`src/rtl/lnk_sel_pkg.sv`:
```
package lnk_sel_pkg;
    localparam int CODE_W       = 8;
    localparam int LANE_W       = 5;
    localparam int LANE_FIELD_W = 8;
    localparam int LANE_OUT_W   = 3;
    localparam int RATE_W       = 32;
    localparam int NUM_ENTRIES  = 9;
    localparam int IDX_W        = $clog2(NUM_ENTRIES);
    localparam int UNIT_KBPS    = 27000;
    localparam logic [IDX_W-1:0] LAST_IDX = IDX_W'(NUM_ENTRIES - 1);

    typedef enum logic [2:0] {S_IDLE, S_SCAN, S_SEEK, S_OFFER, S_DONE} sel_state_e;

    typedef struct packed {
        sel_state_e              st;
        logic [IDX_W-1:0]        idx;
        logic [LANE_W-1:0]       eff_lanes;
        logic [CODE_W-1:0]       eff_code;
        logic [RATE_W-1:0]       demand;
        logic                    p3;
        logic [CODE_W-1:0]       out_code;
        logic [LANE_OUT_W-1:0]   out_lanes;
    } sel_regs_t;

    // candidate list, highest total rate first
    function automatic logic [CODE_W-1:0] entry_code(input logic [IDX_W-1:0] i);
        case (i)
            0, 2, 5: return CODE_W'(8'h14);
            1, 4, 7: return CODE_W'(8'h0a);
            3, 6, 8: return CODE_W'(8'h06);
            default: return '0;
        endcase
    endfunction

    function automatic logic [LANE_OUT_W-1:0] entry_lanes(input logic [IDX_W-1:0] i);
        case (i)
            0, 1, 3: return LANE_OUT_W'(4);
            2, 4, 6: return LANE_OUT_W'(2);
            5, 7, 8: return LANE_OUT_W'(1);
            default: return '0;
        endcase
    endfunction

    function automatic logic [RATE_W-1:0] entry_kbps(input logic [IDX_W-1:0] i);
        return RATE_W'(entry_code(i)) * RATE_W'(UNIT_KBPS) * RATE_W'(entry_lanes(i));
    endfunction
endpackage

```
`src/rtl/lnk_cap_clamp.sv`:
```
module lnk_cap_clamp
    import lnk_sel_pkg::*;
(
    input  logic [CODE_W-1:0]       sink_code_i,
    input  logic [LANE_FIELD_W-1:0] sink_lane_field_i,
    input  logic [LANE_W-1:0]       enc_lanes_i,
    input  logic [CODE_W-1:0]       enc_code_i,
    output logic [LANE_W-1:0]       eff_lanes_o,
    output logic [CODE_W-1:0]       eff_code_o
);
    logic [LANE_W-1:0] sink_lanes;

    always_comb begin
        sink_lanes  = sink_lane_field_i[LANE_W-1:0];
        eff_lanes_o = (sink_lanes > enc_lanes_i) ? enc_lanes_i : sink_lanes;
        eff_code_o  = (sink_code_i > enc_code_i) ? enc_code_i : sink_code_i;
    end
endmodule

```
`src/rtl/lnk_entry_fit.sv`:
```
module lnk_entry_fit
    import lnk_sel_pkg::*;
(
    input  logic [IDX_W-1:0]      idx_i,
    input  logic [LANE_W-1:0]     eff_lanes_i,
    input  logic [CODE_W-1:0]     eff_code_i,
    output logic                  fits_o,
    output logic [CODE_W-1:0]     code_o,
    output logic [LANE_OUT_W-1:0] lanes_o
);
    always_comb begin
        code_o  = entry_code(idx_i);
        lanes_o = entry_lanes(idx_i);
        fits_o  = (LANE_W'(lanes_o) <= eff_lanes_i) && (code_o <= eff_code_i);
    end
endmodule

```
`src/rtl/lnk_demand_scan.sv`:
```
module lnk_demand_scan
    import lnk_sel_pkg::*;
(
    input  logic [IDX_W-1:0]  idx_i,
    input  logic [RATE_W-1:0] demand_i,
    output logic              advance_o
);
    localparam int SW = RATE_W + 2;
    logic [SW-1:0] scaled;
    logic [SW-1:0] follow_rate;

    always_comb begin
        scaled      = SW'(demand_i >> 3) * SW'(10);
        follow_rate = '0;
        if (idx_i < LAST_IDX) follow_rate = SW'(entry_kbps(idx_i + 1'b1));
        advance_o   = (idx_i < LAST_IDX) && (follow_rate >= scaled);
    end
endmodule

```
`src/rtl/lnk_cfg_selector.sv`:
```
module lnk_cfg_selector
    import lnk_sel_pkg::*;
(
    input  logic                    clk,
    input  logic                    rst_n,
    input  logic                    start_i,
    input  logic                    next_i,
    input  logic [CODE_W-1:0]       sink_rate_code_i,
    input  logic [LANE_FIELD_W-1:0] sink_lane_field_i,
    input  logic [LANE_W-1:0]       enc_max_lanes_i,
    input  logic [CODE_W-1:0]       enc_max_code_i,
    input  logic                    sink_p3_i,
    input  logic                    enc_p3_i,
    input  logic [RATE_W-1:0]       req_kbps_i,
    output logic [CODE_W-1:0]       bw_code_o,
    output logic [LANE_OUT_W-1:0]   lanes_o,
    output logic [RATE_W-1:0]       link_kbps_o,
    output logic                    cfg_valid_o,
    output logic                    exhausted_o,
    output logic                    pattern3_en_o,
    output logic                    post_cursor2_en_o
);
    sel_regs_t st_d, st_q;

    logic [LANE_W-1:0]     clamp_lanes;
    logic [CODE_W-1:0]     clamp_code;
    logic                  cand_fits;
    logic [CODE_W-1:0]     cand_code;
    logic [LANE_OUT_W-1:0] cand_lanes;
    logic                  scan_adv;

    lnk_cap_clamp i_clamp (
        .sink_code_i       (sink_rate_code_i),
        .sink_lane_field_i (sink_lane_field_i),
        .enc_lanes_i       (enc_max_lanes_i),
        .enc_code_i        (enc_max_code_i),
        .eff_lanes_o       (clamp_lanes),
        .eff_code_o        (clamp_code)
    );

    lnk_entry_fit i_fit (
        .idx_i       (st_q.idx),
        .eff_lanes_i (st_q.eff_lanes),
        .eff_code_i  (st_q.eff_code),
        .fits_o      (cand_fits),
        .code_o      (cand_code),
        .lanes_o     (cand_lanes)
    );

    lnk_demand_scan i_scan (
        .idx_i     (st_q.idx),
        .demand_i  (st_q.demand),
        .advance_o (scan_adv)
    );

    always_comb begin
        st_d = st_q;
        case (st_q.st)
            S_SCAN: begin
                if (scan_adv) st_d.idx = st_q.idx + 1'b1;
                else          st_d.st  = S_SEEK;
            end
            S_SEEK: begin
                if (cand_fits) begin
                    st_d.out_code  = cand_code;
                    st_d.out_lanes = cand_lanes;
                    st_d.st        = S_OFFER;
                end else if (st_q.idx == LAST_IDX) begin
                    st_d.st = S_DONE;
                end else begin
                    st_d.idx = st_q.idx + 1'b1;
                end
            end
            S_OFFER: begin
                if (next_i) begin
                    if (st_q.idx == LAST_IDX) begin
                        st_d.st = S_DONE;
                    end else begin
                        st_d.idx = st_q.idx + 1'b1;
                        st_d.st  = S_SEEK;
                    end
                end
            end
            default: ;
        endcase
        if (start_i) begin
            st_d.eff_lanes = clamp_lanes;
            st_d.eff_code  = clamp_code;
            st_d.demand    = req_kbps_i;
            st_d.p3        = sink_p3_i & enc_p3_i;
            st_d.idx       = '0;
            st_d.out_code  = '0;
            st_d.out_lanes = '0;
            st_d.st        = (req_kbps_i != '0) ? S_SCAN : S_SEEK;
        end
    end

    always_ff @(posedge clk or negedge rst_n) begin
        if (!rst_n) begin
            st_q <= '{st: S_IDLE, default: '0};
        end else begin
            st_q <= st_d;
        end
    end

    assign bw_code_o         = st_q.out_code;
    assign lanes_o           = st_q.out_lanes;
    assign link_kbps_o       = RATE_W'(st_q.out_code) * RATE_W'(UNIT_KBPS);
    assign cfg_valid_o       = (st_q.st == S_OFFER);
    assign exhausted_o       = (st_q.st == S_DONE);
    assign pattern3_en_o     = st_q.p3;
    assign post_cursor2_en_o = st_q.p3;


    fit_caps_chk: assert property (@(posedge clk) disable iff (!rst_n)
        cfg_valid_o |-> (LANE_W'(lanes_o) <= st_q.eff_lanes) && (bw_code_o <= st_q.eff_code));


    lane_legal_chk: assert property (@(posedge clk) disable iff (!rst_n)
        cfg_valid_o |-> (lanes_o == 3'd1 || lanes_o == 3'd2 || lanes_o == 3'd4));


    offer_hold_chk: assert property (@(posedge clk) disable iff (!rst_n)
        cfg_valid_o && !next_i && !start_i |=> cfg_valid_o && $stable(bw_code_o) && $stable(lanes_o));


    next_drop_chk: assert property (@(posedge clk) disable iff (!rst_n)
        cfg_valid_o && next_i && !start_i |=> !cfg_valid_o);


    exhaust_hold_chk: assert property (@(posedge clk) disable iff (!rst_n)
        exhausted_o && !start_i |=> exhausted_o && $stable(bw_code_o) && $stable(lanes_o));


    flag_excl_chk: assert property (@(posedge clk) disable iff (!rst_n)
        !(cfg_valid_o && exhausted_o));


    start_clear_chk: assert property (@(posedge clk) disable iff (!rst_n)
        start_i |=> !cfg_valid_o && !exhausted_o && bw_code_o == '0);
endmodule

```
`config.mk`:
```
export PLATFORM = sky130hd
export DESIGN_NAME = lnk_cfg_selector
export DESIGN_NICKNAME = d
export VERILOG_FILES = /design/src/rtl/lnk_sel_pkg.sv /design/src/rtl/lnk_cap_clamp.sv /design/src/rtl/lnk_entry_fit.sv /design/src/rtl/lnk_demand_scan.sv /design/src/rtl/lnk_cfg_selector.sv
export SDC_FILE = /design/constraint.sdc
export NUM_CORES = 1
export LEC_CHECK = 0
export ABC_AREA = 1
export BUFFER_PORTS_ARGS = -buffer_cell sky130_fd_sc_hd__buf_4
export CAP_MARGIN = 15
export CORE_ASPECT_RATIO = 0.7
export CORE_MARGIN = 1.5
export CORE_UTILIZATION = 40
export DETAILED_ROUTE_END_ITERATION = 7
export GPL_TIMING_DRIVEN = 0
export PLACE_DENSITY = 0.64
export SLEW_MARGIN = 10
export SYNTH_ARGS = -nofsm -noshare
export SYNTH_HDL_FRONTEND = slang
export SYNTH_SLANG_ARGS = --single-unit
```
`constraint.sdc`:
```
create_clock -name clk -period 8.47 [get_ports clk]
set_input_delay 0 -clock clk [delete_from_list [all_inputs] [get_ports clk]]
set_output_delay 0 -clock clk [all_outputs]
set_load 0.005 [all_outputs]
```
==> summary by stage, run 1 <==
Outcome
The flow ran to the end, and the final reports show no timing, DRC or antenna violations.

Critical path
For the worst setup path, the data required time is 8690 ps. The critical path class is register to register. The biggest cell delay along the critical path is 480 ps.

The kind of end point of the critical path is a register. The most frequent cell on the critical path is nand2_1. The endpoint arrival time on the critical path is 8180 ps.

Together, buffers and inverters on the worst path number 4. The worst-path cell with the longest stage delay is fa_1. In this run the worst path has a maximum fanout of 7.

On the critical path the largest part of the delay comes from adder cells. The category of the worst setup path launch point is a register.

Floorplanning
The row count is 47. The initial core utilization is 40.82%. The core footprint is 0.02370 sq mm. The I/O pin count is 114.

From left edge to right edge, the die measures 188.9 microns. The die outline area is 0.02514 sq mm. In this run the vertical extent of the chip is 133.1 microns.

Clocking
The clock passes through at most 2 buffers. The clock tree root buffer cell is clkbuf_16. Clock latency on the worst-skew pair, taken at its later pin, is 330 ps. The maximum level of the CTS H-tree is 3. Clock tree synthesis inserted a total of 9 buffers. The tree built by TritonCTS fans out to 57 sinks. The post-CTS clock slew at the launch and capture registers of the worst setup and hold paths is 50 ps. TritonCTS built the clock tree.

Flow run
The number of maximum-capacitance violations is 0.

Final layout
After the last flow step, the layout net total stands at 1,881. From synthesis to final layout, the design area changed by 22.09%. The antenna diode count is 0.

The share of the core filled with cells is 49.83%. The layout cell share with drive strength beyond 1 is 13.43%.

STA
Setup violations remaining at the end of the flow were counted as 0. The time the final worst path needs with I/O delays and setup is 7962 ps. At the pin with the least slew margin, the transition time is 748.6 ps. The final hold slack is 5.096 ps.

The max-slew violation count was 0. In the post-route analysis, the smallest setup slack over all paths is 508.2 ps. The top achievable clock speed is 125.6 MHz.

After layout, the worst path uses 94.00% of the clock period. Measured against its own limit, the worst slew margin works out to 50.09%. Summed over all failing endpoints, the final setup total negative slack is 0 ps. The final count of hold timing violations is 0. Between clock sinks in the finished design, the worst skew comes to 6.960 ps.

Place
Before CTS, the worst setup slack after placement is -68.19 ps. The number of input and output port buffers inserted is 91. Routability-driven placement finished with a final weighted congestion of 0.9517.

Detailed placement finished with a half-perimeter wire length of 21,160 microns.

Drt
After detailed routing, the average wire length per cell comes to 13.48 microns. The detail route stage leaves a number of antenna-violating nets equal to 0. After detailed routing, the number of remaining DRC violations is 0. The detailed router's first-iteration violation count is 607. After detailed routing, the total wire length is 25,760 microns. The length of the first detailed-routing pass in iterations is 5.

The average vias per placed instance is 4.935. For this block, the via count after detailed routing is 9,430.

Synth
The proportion of synthesized chip area in sequential cells is 14.75%. By area the synthesized netlist is led by ha_1, dfrtp_1, nand2_1, inv_1, a21oi_1. The number of different library cells in the post-synthesis netlist is 50. The number of synthesized flops with an enable pin is 0. The mapped netlist covers 0.009673 sq mm. The number of register bits inferred by synthesis is 57.

By count the netlist is led by nand2_1, inv_1, ha_1. Summed over its instances, the top area cell type makes up 26.13% of the synthesized netlist area. For this run, the number of Yosys warnings is 0.

The library cell with the highest instance count after synthesis is nand2_1. For this run, the leading register cell type out of synthesis is dfrtp_1. In the synthesized netlist, the number of instances is 1,407. The cell type with the highest aggregate area in the netlist is ha_1.

The synthesized area per cell is 6.875 sq um. The share of flip-flops with an asynchronous set or reset is 100.0%.

GRT
Global routing used 20.60% of the available tracks. The initial antenna violation count came to 0. The largest net degree at the start of global routing is 58. The first-pass GRT wire length is 42,510 microns. The via count of the first global-routing pass is 8,712. For this run the aggregate overflow at the end of global routing stands at 0.

Hold path
In this run the worst hold path is classified as input port to register.
path summary, 6_finish.rpt:
check                                     from  endpoint  depth (start not counted)  slack (ps)
min in group asynchronous                rst_n  st_q[43]                          2         260
max in group asynchronous                rst_n  st_q[57]                          2        7640
min reg2reg                           st_q[51]  st_q[51]                          2         500
min                        sink_rate_code_i[7]  st_q[51]                          3           5
max reg2reg                           st_q[58]  st_q[59]                         45         510
max                                   st_q[58]  st_q[59]                         45         510
registers in the layout, indices dropped and copies added, names as in the netlist:
register       count
bw_code_o          4
lanes_o            3
st_q              49
pattern3_en_o      1
tightest hold or removal path: stages:
cell and delay, ps:
buf_4 90, o21ai_0 70, o21ai_0 140
per-layer routing:
| metal | vias to the layer above | part of all wire [%] | GRT usage (%) |
|---|---|---|---|
| met5 | - | 0 | 0 |
| met4 | 0 | 0.67 | 2.690 |
| met3 | 18 | 6.9 | 3.188 |
| met2 | 257 | 39 | 29.94 |
| met1 | 4271 | 53 | 32.38 |
| li1 | 4884 | - | - |
cell type report:
type	count	area (sq um)
buffer	46	282.8
clock buffer	11	252.7
clock inverter	5	77.57
fill	2373	11890
inverter	232	870.8
multi-input combinational	1090	7226
sequential	57	1429
tap	318	397.9
timing repair buffer	152	1274
kinds of logic after synthesis:
kind of cell | synth area share (%)
simple gates | 26.25
buf+inv | 11.93
fa+ha+maj | 31.10
compound gates | 11.78
flops | 14.75
xor+xnor | 4.165
other cells | 0.03877
layout by cell type, fill, tap and decap left out, drive strengths merged, types with 25 or more instances in the layout:
cell,Yosys,layout
clkbuf,14,25
ha,202,202
nand2,394,394
nor2,97,97
a21oi,98,98
dlygate4sd3,0,53
buf,32,131
nand3,53,53
xor2,32,32
o21ai,67,67
inv,231,231
dfrtp,57,57
timing repair:
item                                   CTS  global route
pin swaps                                0             3
resized for setup                        1            22
setup endpoints to repair                7             7
setup buffers                            2             6
endpoints found under the hold margin   99             0
hold buffers                            53             0
metrics by stage:
| stage | area, sq um | cells |
|---|---|---|
| 3_3_place_gp | 10820 | 1834 |
| 2_1_floorplan | 9741 | 1425 |
| 3_5_place_dp | 10820 | 1834 |
| 4_1_cts | 11700 | 1905 |
| 5_1_grt | 11810 | 1911 |
| 6_report | 11810 | 1911 |
Power of run 1 is not shown: default switching activity piles up to over one toggle a cycle in this logic, so the estimate is an artifact.
==> inputs of run 2 (changes only) <==
HOLD_SLACK_MARGIN = 0.02   (was default)
TNS_END_PERCENT = 10   (was default)
==> summary by stage, run 2 (synthesized netlist as in run 1, its figures left out) <==
Critical path
The category of the worst setup path launch point is a register (unchanged). The category of cells accounting for the largest share of critical-path delay is adder cells (unchanged). The peak fanout along the critical path is 7 (unchanged).

The critical register-to-register path endpoint is st_q[59] (unchanged). The endpoint arrival time on the critical path was 8210 ps (was 8180 ps). The slack of the worst reg-to-reg path is 480 ps (was 510 ps).

The worst-path cell with the longest stage delay is fa_1 (unchanged). The number of cell instances on the worst register-to-register path is 45 (unchanged). The most frequent cell on the critical path is nand2_1 (unchanged). The biggest cell delay along the critical path came to 480 ps (about the same). The kind of end point of the critical path is a register (unchanged). The critical path class is register to register (unchanged). The critical path required time is 8690 ps (about the same).

The startpoint of the lowest-slack register-to-register path is st_q[58] (unchanged). The buffers plus inverters on the worst setup path came to 4 (unchanged).

Floorplanning
The initial core utilization is 40.82% (unchanged). The height of the chip is 133.1 microns (unchanged). The I/O pin count is 114 (unchanged). The core footprint was 0.02370 sq mm (unchanged). The width of the die is 188.9 microns (unchanged). The row count is 47 (unchanged). The die outline area was 0.02514 sq mm (unchanged).

GRT
The first-pass GRT wire length is 42,730 microns (was 42,510 microns). The all-layer global routing usage was 20.71% (was 20.60%). The via count of the first global-routing pass is 8,758 (was 8,712). The aggregate global routing overflow is 0 (unchanged). The initial antenna violation count is 0 (unchanged). The largest net degree at the start of global routing is 58 (unchanged).

STA
The final count of hold timing violations is 0 (unchanged). The top achievable clock speed is 125.2 MHz (was 125.6 MHz). The final setup skew was 7.805 ps (was 6.960 ps). The final setup violation count is 0 (unchanged). The measured slew at the worst slew-check pin is 752.8 ps (was 748.6 ps). The final hold slack is 60.53 ps (was 5.096 ps).

The worst relative slew slack was 49.81% (was 50.09%). The time the final worst path needs with I/O delays and setup is 7989 ps (was 7962 ps). The share of the clock period used by the worst path is 94.32% (was 94.00%). The max-slew violation count is 0 (unchanged).

Clocking
The clock tree from TritonCTS was done (unchanged). The maximum level of the CTS H-tree is 3 (unchanged). The number of clock buffers inserted by TritonCTS was 9 (unchanged). The number of clock sinks was 57 (unchanged). The post-CTS clock slew at the launch and capture registers of the worst setup and hold paths is 50 ps (about the same). The clock tree root buffer cell was clkbuf_16 (unchanged). The number of buffers between clock root and the deepest sink is 2 (unchanged). The clock insertion delay at the later pin of the skew report is 330 ps (about the same).

Drt
The detailed router's first-iteration violation count was 645 (was 607). The final wirelength is 25,830 microns (was 25,760 microns). The average vias per placed instance is 4.947 (was 4.935). The DRC violations left is 0 (unchanged). The length of the first detailed-routing pass in iterations is 5 (unchanged). The routed wire length per instance was 13.49 microns (was 13.48 microns).

The remaining number of nets flagged by the antenna check after routing came to 0 (unchanged). The via count is 9,469 (was 9,430).

Final layout
Commonest non-fill, non-tap cells in the layout: nand2_1, inv_1, ha_1, buf_4, a21oi_1 (unchanged). The signed area change from the synthesized netlist to the final layout is 22.40% (was 22.09%). The final cell count without fillers is 1,914 (was 1,911). The footprint of the flip-flops and latches is 0.001429 sq mm (unchanged).

The number of flip-flops under the largest register name is 49 (unchanged). The count of nets after finishing is 1,884 (was 1,881). The most common library cell in the layout ignoring fill and taps is nand2_1 (unchanged). The antenna diode count is 0 (unchanged).

The layout cell share with drive strength beyond 1 is 13.41% (was 13.43%). The number of filler cells placed in the layout is 2,370 (was 2,373). The area of the multi-input gates was 0.007226 sq mm (unchanged).

The register with the highest flop count is st_q (unchanged).

Hold path
The terminating pin of the worst hold path is st_q[52] (was st_q[51]). The class of the worst hold path was input port to register (unchanged). The startpoint of the worst hold path was enc_max_lanes_i[0] (was sink_rate_code_i[7]). The number of stages on the worst hold path is 3 (unchanged).

Place
The total half-perimeter wirelength after legalization and detailed placement is 21,160 microns (unchanged). The number of input and output port buffers inserted was 91 (unchanged). The number of placed instances, taps included came to 1,834 (unchanged). The weighted congestion reported at the end of routability-driven placement is 0.9517 (unchanged).

Flow run
The number of maximum-capacitance violations is 0 (unchanged).

Outcome
Outcome: finished, final reports clean (unchanged).
-- run 2: changes by cell type in the layout (fill, tap and decap cells not counted), sizes merged --
cell         change
dlygate4sd3      +3
-- run 2: layout make-up --
class	instances	area share (%)
multi-input combinational	1090	61.03
sequential	57	12.07
timing repair buffer	155	11.01
inverter	232	7.355
tap	318	3.360
buffer	46	2.388
clock buffer	11	2.135
clock inverter	5	0.6552
-- run 2: routing by layer --
layer	vias to the layer above	track usage [%]	wire length, microns
met3	17	3.372	1839
met5	-	0	0
met1	4283	32.41	13640
met2	278	30.09	10180
met4	0	2.778	163
li1	4891	-	-
-- run 2: worst max path at each step --
stage,to,cells past startpoint,slack [ps],start
6_report,st_q[59],45,480,st_q[58]
2_1_floorplan,st_q[57],44,1170,st_q[57]
3_3_place_gp,st_q[59],40,-2,st_q[57]
3_5_place_dp,st_q[59],41,-70,st_q[57]
4_1_cts,st_q[59],42,60,st_q[57]
5_1_grt,st_q[57],48,-60,st_q[58]
-- run 2: repair_timing --
item / 4_1_cts / 5_1_grt
hold buffers: 56 / 0
setup buffers: 2 / 6
setup endpoints to repair: 7 / 7
pin swaps: 0 / 3
gates resized for setup: 1 / 22
endpoints found under the hold margin: 100 / 0
-- run 2: stage by stage --
step / worst slack, ps / setup TNS [ps] / utilization, % / area (sq um)
2_1_floorplan: 1175 / 0 / - / 9741
3_3_place_gp: -2.374 / -2.374 / 45.66 / 10820
3_5_place_dp: -68.19 / -224.8 / 45.66 / 10820
4_1_cts: 61.83 / 0 / 49.50 / 11730
5_1_grt: -57.69 / -140.5 / 49.96 / 11840
6_report: 480.9 / 0 / 49.96 / 11840
-- run 2: worst register-to-register path, delay by kind of cell (launching register included) --
kind | cells | cell delay (ps)
AO/OA/AOI/OAI | 8 | 1030
flip-flops | 1 | 470
buffers and inverters | 4 | 400
adder cells (fa/ha/maj) | 9 | 3010
XOR/XNOR | 2 | 310
AND/OR/NAND/NOR | 22 | 2640
Power of run 2 is left out for the same reason.
==> inputs of run 3 (changes only) <==
ABC_CLOCK_PERIOD_IN_PS = 8470   (was default)
CORE_ASPECT_RATIO = 0.6   (was 0.7)
CTS_CLUSTER_SIZE = 30   (was default)
==> summary by stage, run 3 (synthesized netlist as in run 1, its figures left out) <==
Hold path
The class of the worst hold path was input port to register (unchanged). The startpoint of the worst hold path was sink_rate_code_i[6] (was enc_max_lanes_i[0]). The number of stages on the worst hold path is 3 (unchanged).

The terminating pin of the worst hold path is st_q[50] (was st_q[52]).

Final layout
The number of filler cells placed in the layout is 2,361 (was 2,370). The count of nets after finishing was 1,887 (was 1,884). The signed area change from the synthesized netlist to the final layout was 22.31% (was 22.40%). The number of flip-flops under the largest register name is 49 (unchanged).

The register with the highest flop count is st_q (unchanged). The antenna diode count came to 0 (unchanged). The most common library cell in the layout ignoring fill and taps is nand2_1 (unchanged). Commonest non-fill, non-tap cells in the layout: nand2_1, inv_1, ha_1, buf_4, a21oi_1 (unchanged). The layout cell share with drive strength beyond 1 is 13.77% (was 13.41%).

STA
The time the final worst path needs with I/O delays and setup came to 7954 ps (was 7989 ps). The final setup violation count is 0 (unchanged). The top achievable clock speed is 125.7 MHz (was 125.2 MHz).

The final hold slack was 18.76 ps (was 60.53 ps). The measured slew at the worst slew-check pin is 750.9 ps (was 752.8 ps). The worst relative slew slack was 49.94% (was 49.81%). The max-slew violation count is 0 (unchanged). The share of the clock period used by the worst path is 93.91% (was 94.32%). The final setup skew is 5.924 ps (was 7.805 ps). The final count of hold timing violations is 0 (unchanged).

Clocking
The clock tree root buffer cell is clkbuf_16 (unchanged). The number of clock sinks is 57 (unchanged). The post-CTS clock slew at the launch and capture registers of the worst setup and hold paths is 50 ps (about the same).

The clock insertion delay at the later pin of the skew report came to 330 ps (about the same). The clock tree from TritonCTS is done (unchanged). The number of clock buffers inserted by TritonCTS is 9 (unchanged). The number of buffers between clock root and the deepest sink is 2 (unchanged).

The maximum level of the CTS H-tree is 3 (unchanged).

Floorplanning
The row count is 43 (was 47). The height of the chip is 123.5 microns (was 133.1 microns). The width of the die was 203.8 microns (was 188.9 microns). The core footprint came to 0.02340 sq mm (was 0.02370 sq mm). The initial core utilization is 41.33% (was 40.82%). The I/O pin count is 114 (unchanged). The die outline area is 0.02516 sq mm (was 0.02514 sq mm).

Drt
The via count was 9,552 (was 9,469). The routed wire length per instance is 14.33 microns (was 13.49 microns). The remaining number of nets flagged by the antenna check after routing is 0 (unchanged). The final wirelength was 27,410 microns (was 25,830 microns).

The DRC violations left is 0 (unchanged). The average vias per placed instance is 4.993 (was 4.947). The detailed router's first-iteration violation count is 719 (was 645).

The length of the first detailed-routing pass in iterations is 5 (unchanged).

Critical path
The critical register-to-register path endpoint is st_q[58] (was st_q[59]). The endpoint arrival time on the critical path is 8170 ps (was 8210 ps). The most frequent cell on the critical path is nand2_1 (unchanged). The slack of the worst reg-to-reg path is 520 ps (was 480 ps). The worst-path cell with the longest stage delay is fa_1 (unchanged). The critical path class is register to register (unchanged). The critical path required time is 8690 ps (about the same). The category of the worst setup path launch point is a register (unchanged). The startpoint of the lowest-slack register-to-register path is st_q[57] (was st_q[58]). The peak fanout along the critical path is 7 (unchanged). The biggest cell delay along the critical path was 480 ps (about the same).

The kind of end point of the critical path is a register (unchanged). The number of cell instances on the worst register-to-register path is 49 (was 45).

Place
The number of input and output port buffers inserted is 91 (unchanged). The total half-perimeter wirelength after legalization and detailed placement is 22,630 microns (was 21,160 microns). The weighted congestion reported at the end of routability-driven placement came to 0.9449 (was 0.9517).

GRT
The aggregate global routing overflow is 0 (unchanged). The largest net degree at the start of global routing is 58 (unchanged). The initial antenna violation count was 0 (unchanged). The all-layer global routing usage was 22.21% (was 20.71%). The via count of the first global-routing pass was 8,620 (was 8,758). The first-pass GRT wire length is 44,390 microns (was 42,730 microns).

Flow run
The number of maximum-capacitance violations is 0 (unchanged).

Outcome
Outcome: finished, final reports clean (unchanged).
run 3: cell count changes in the layout (fill, tap and decap cells not counted), sizes merged:
cell / delta
clkbuf: +1
clkinvlp: -1
bufinv: -1
dlygate4sd3: -3
buf: +6
run 3: metrics by stage:
step / instances / util [%] / TNS [ps] / worst slack (ps) / cell area (sq um)
after floorplan: 1425 / - / 0 / 1175 / 9741
after detailed placement: 1831 / 46.22 / -182.2 / -56.34 / 10820
after CTS: 1899 / 49.78 / 0 / 3.350 / 11650
after global placement: 1831 / 46.22 / 0 / 7.684 / 10820
final: 1913 / 50.55 / 0 / 515.7 / 11830
after global routing: 1913 / 50.55 / -67.35 / -26.46 / 11830
run 3: worst max-delay path: cells and delay by family, from the launching register on:
kind,cells,cell delay (ps)
AND/OR/NAND/NOR,27,2830
adder cells (fa/ha/maj),9,3010
flip-flops,1,440
buffers and inverters,7,720
AO/OA/AOI/OAI,6,840
run 3: what timing repair did:
item / CTS / global route
buffers inserted: 0 / 14
gates resized for setup: 2 / 21
endpoints found under the setup margin: 7 / 7
hold endpoints to repair: 100 / 0
hold buffers: 53 / 0
pin swaps: 0 / 8
run 3: cell type report:
cell class | instances | area [sq um] | area share [%]
Inverter | 232 | 870.8 | 7.360
Multi-Input combinational cell | 1090 | 7239 | 61.19
Clock buffer | 12 | 256.5 | 2.168
Tap cell | 315 | 394.1 | 3.331
Buffer | 46 | 282.8 | 2.390
Clock inverter | 3 | 40.04 | 0.3384
Timing Repair Buffer | 158 | 1319 | 11.15
Sequential cell | 57 | 1429 | 12.08
run 3: worst max path at each step:
stage	from	to	slack (ps)	cells after the start
2_1_floorplan	st_q[57]	st_q[57]	1170	44
3_3_place_gp	st_q[57]	st_q[57]	8	40
3_5_place_dp	st_q[57]	st_q[58]	-60	40
4_1_cts	st_q[57]	st_q[58]	3	45
5_1_grt	st_q[57]	st_q[59]	-30	52
6_report	st_q[57]	st_q[58]	520	49
run 3: metal layers:
layer | share of wire, % | GRT usage, %
met1 | 55 | 36.40
met2 | 38 | 30.68
met3 | 6.9 | 2.768
met4 | 0.44 | 2.639
met5 | 0 | 0
Power of run 3 is left out for the same reason.
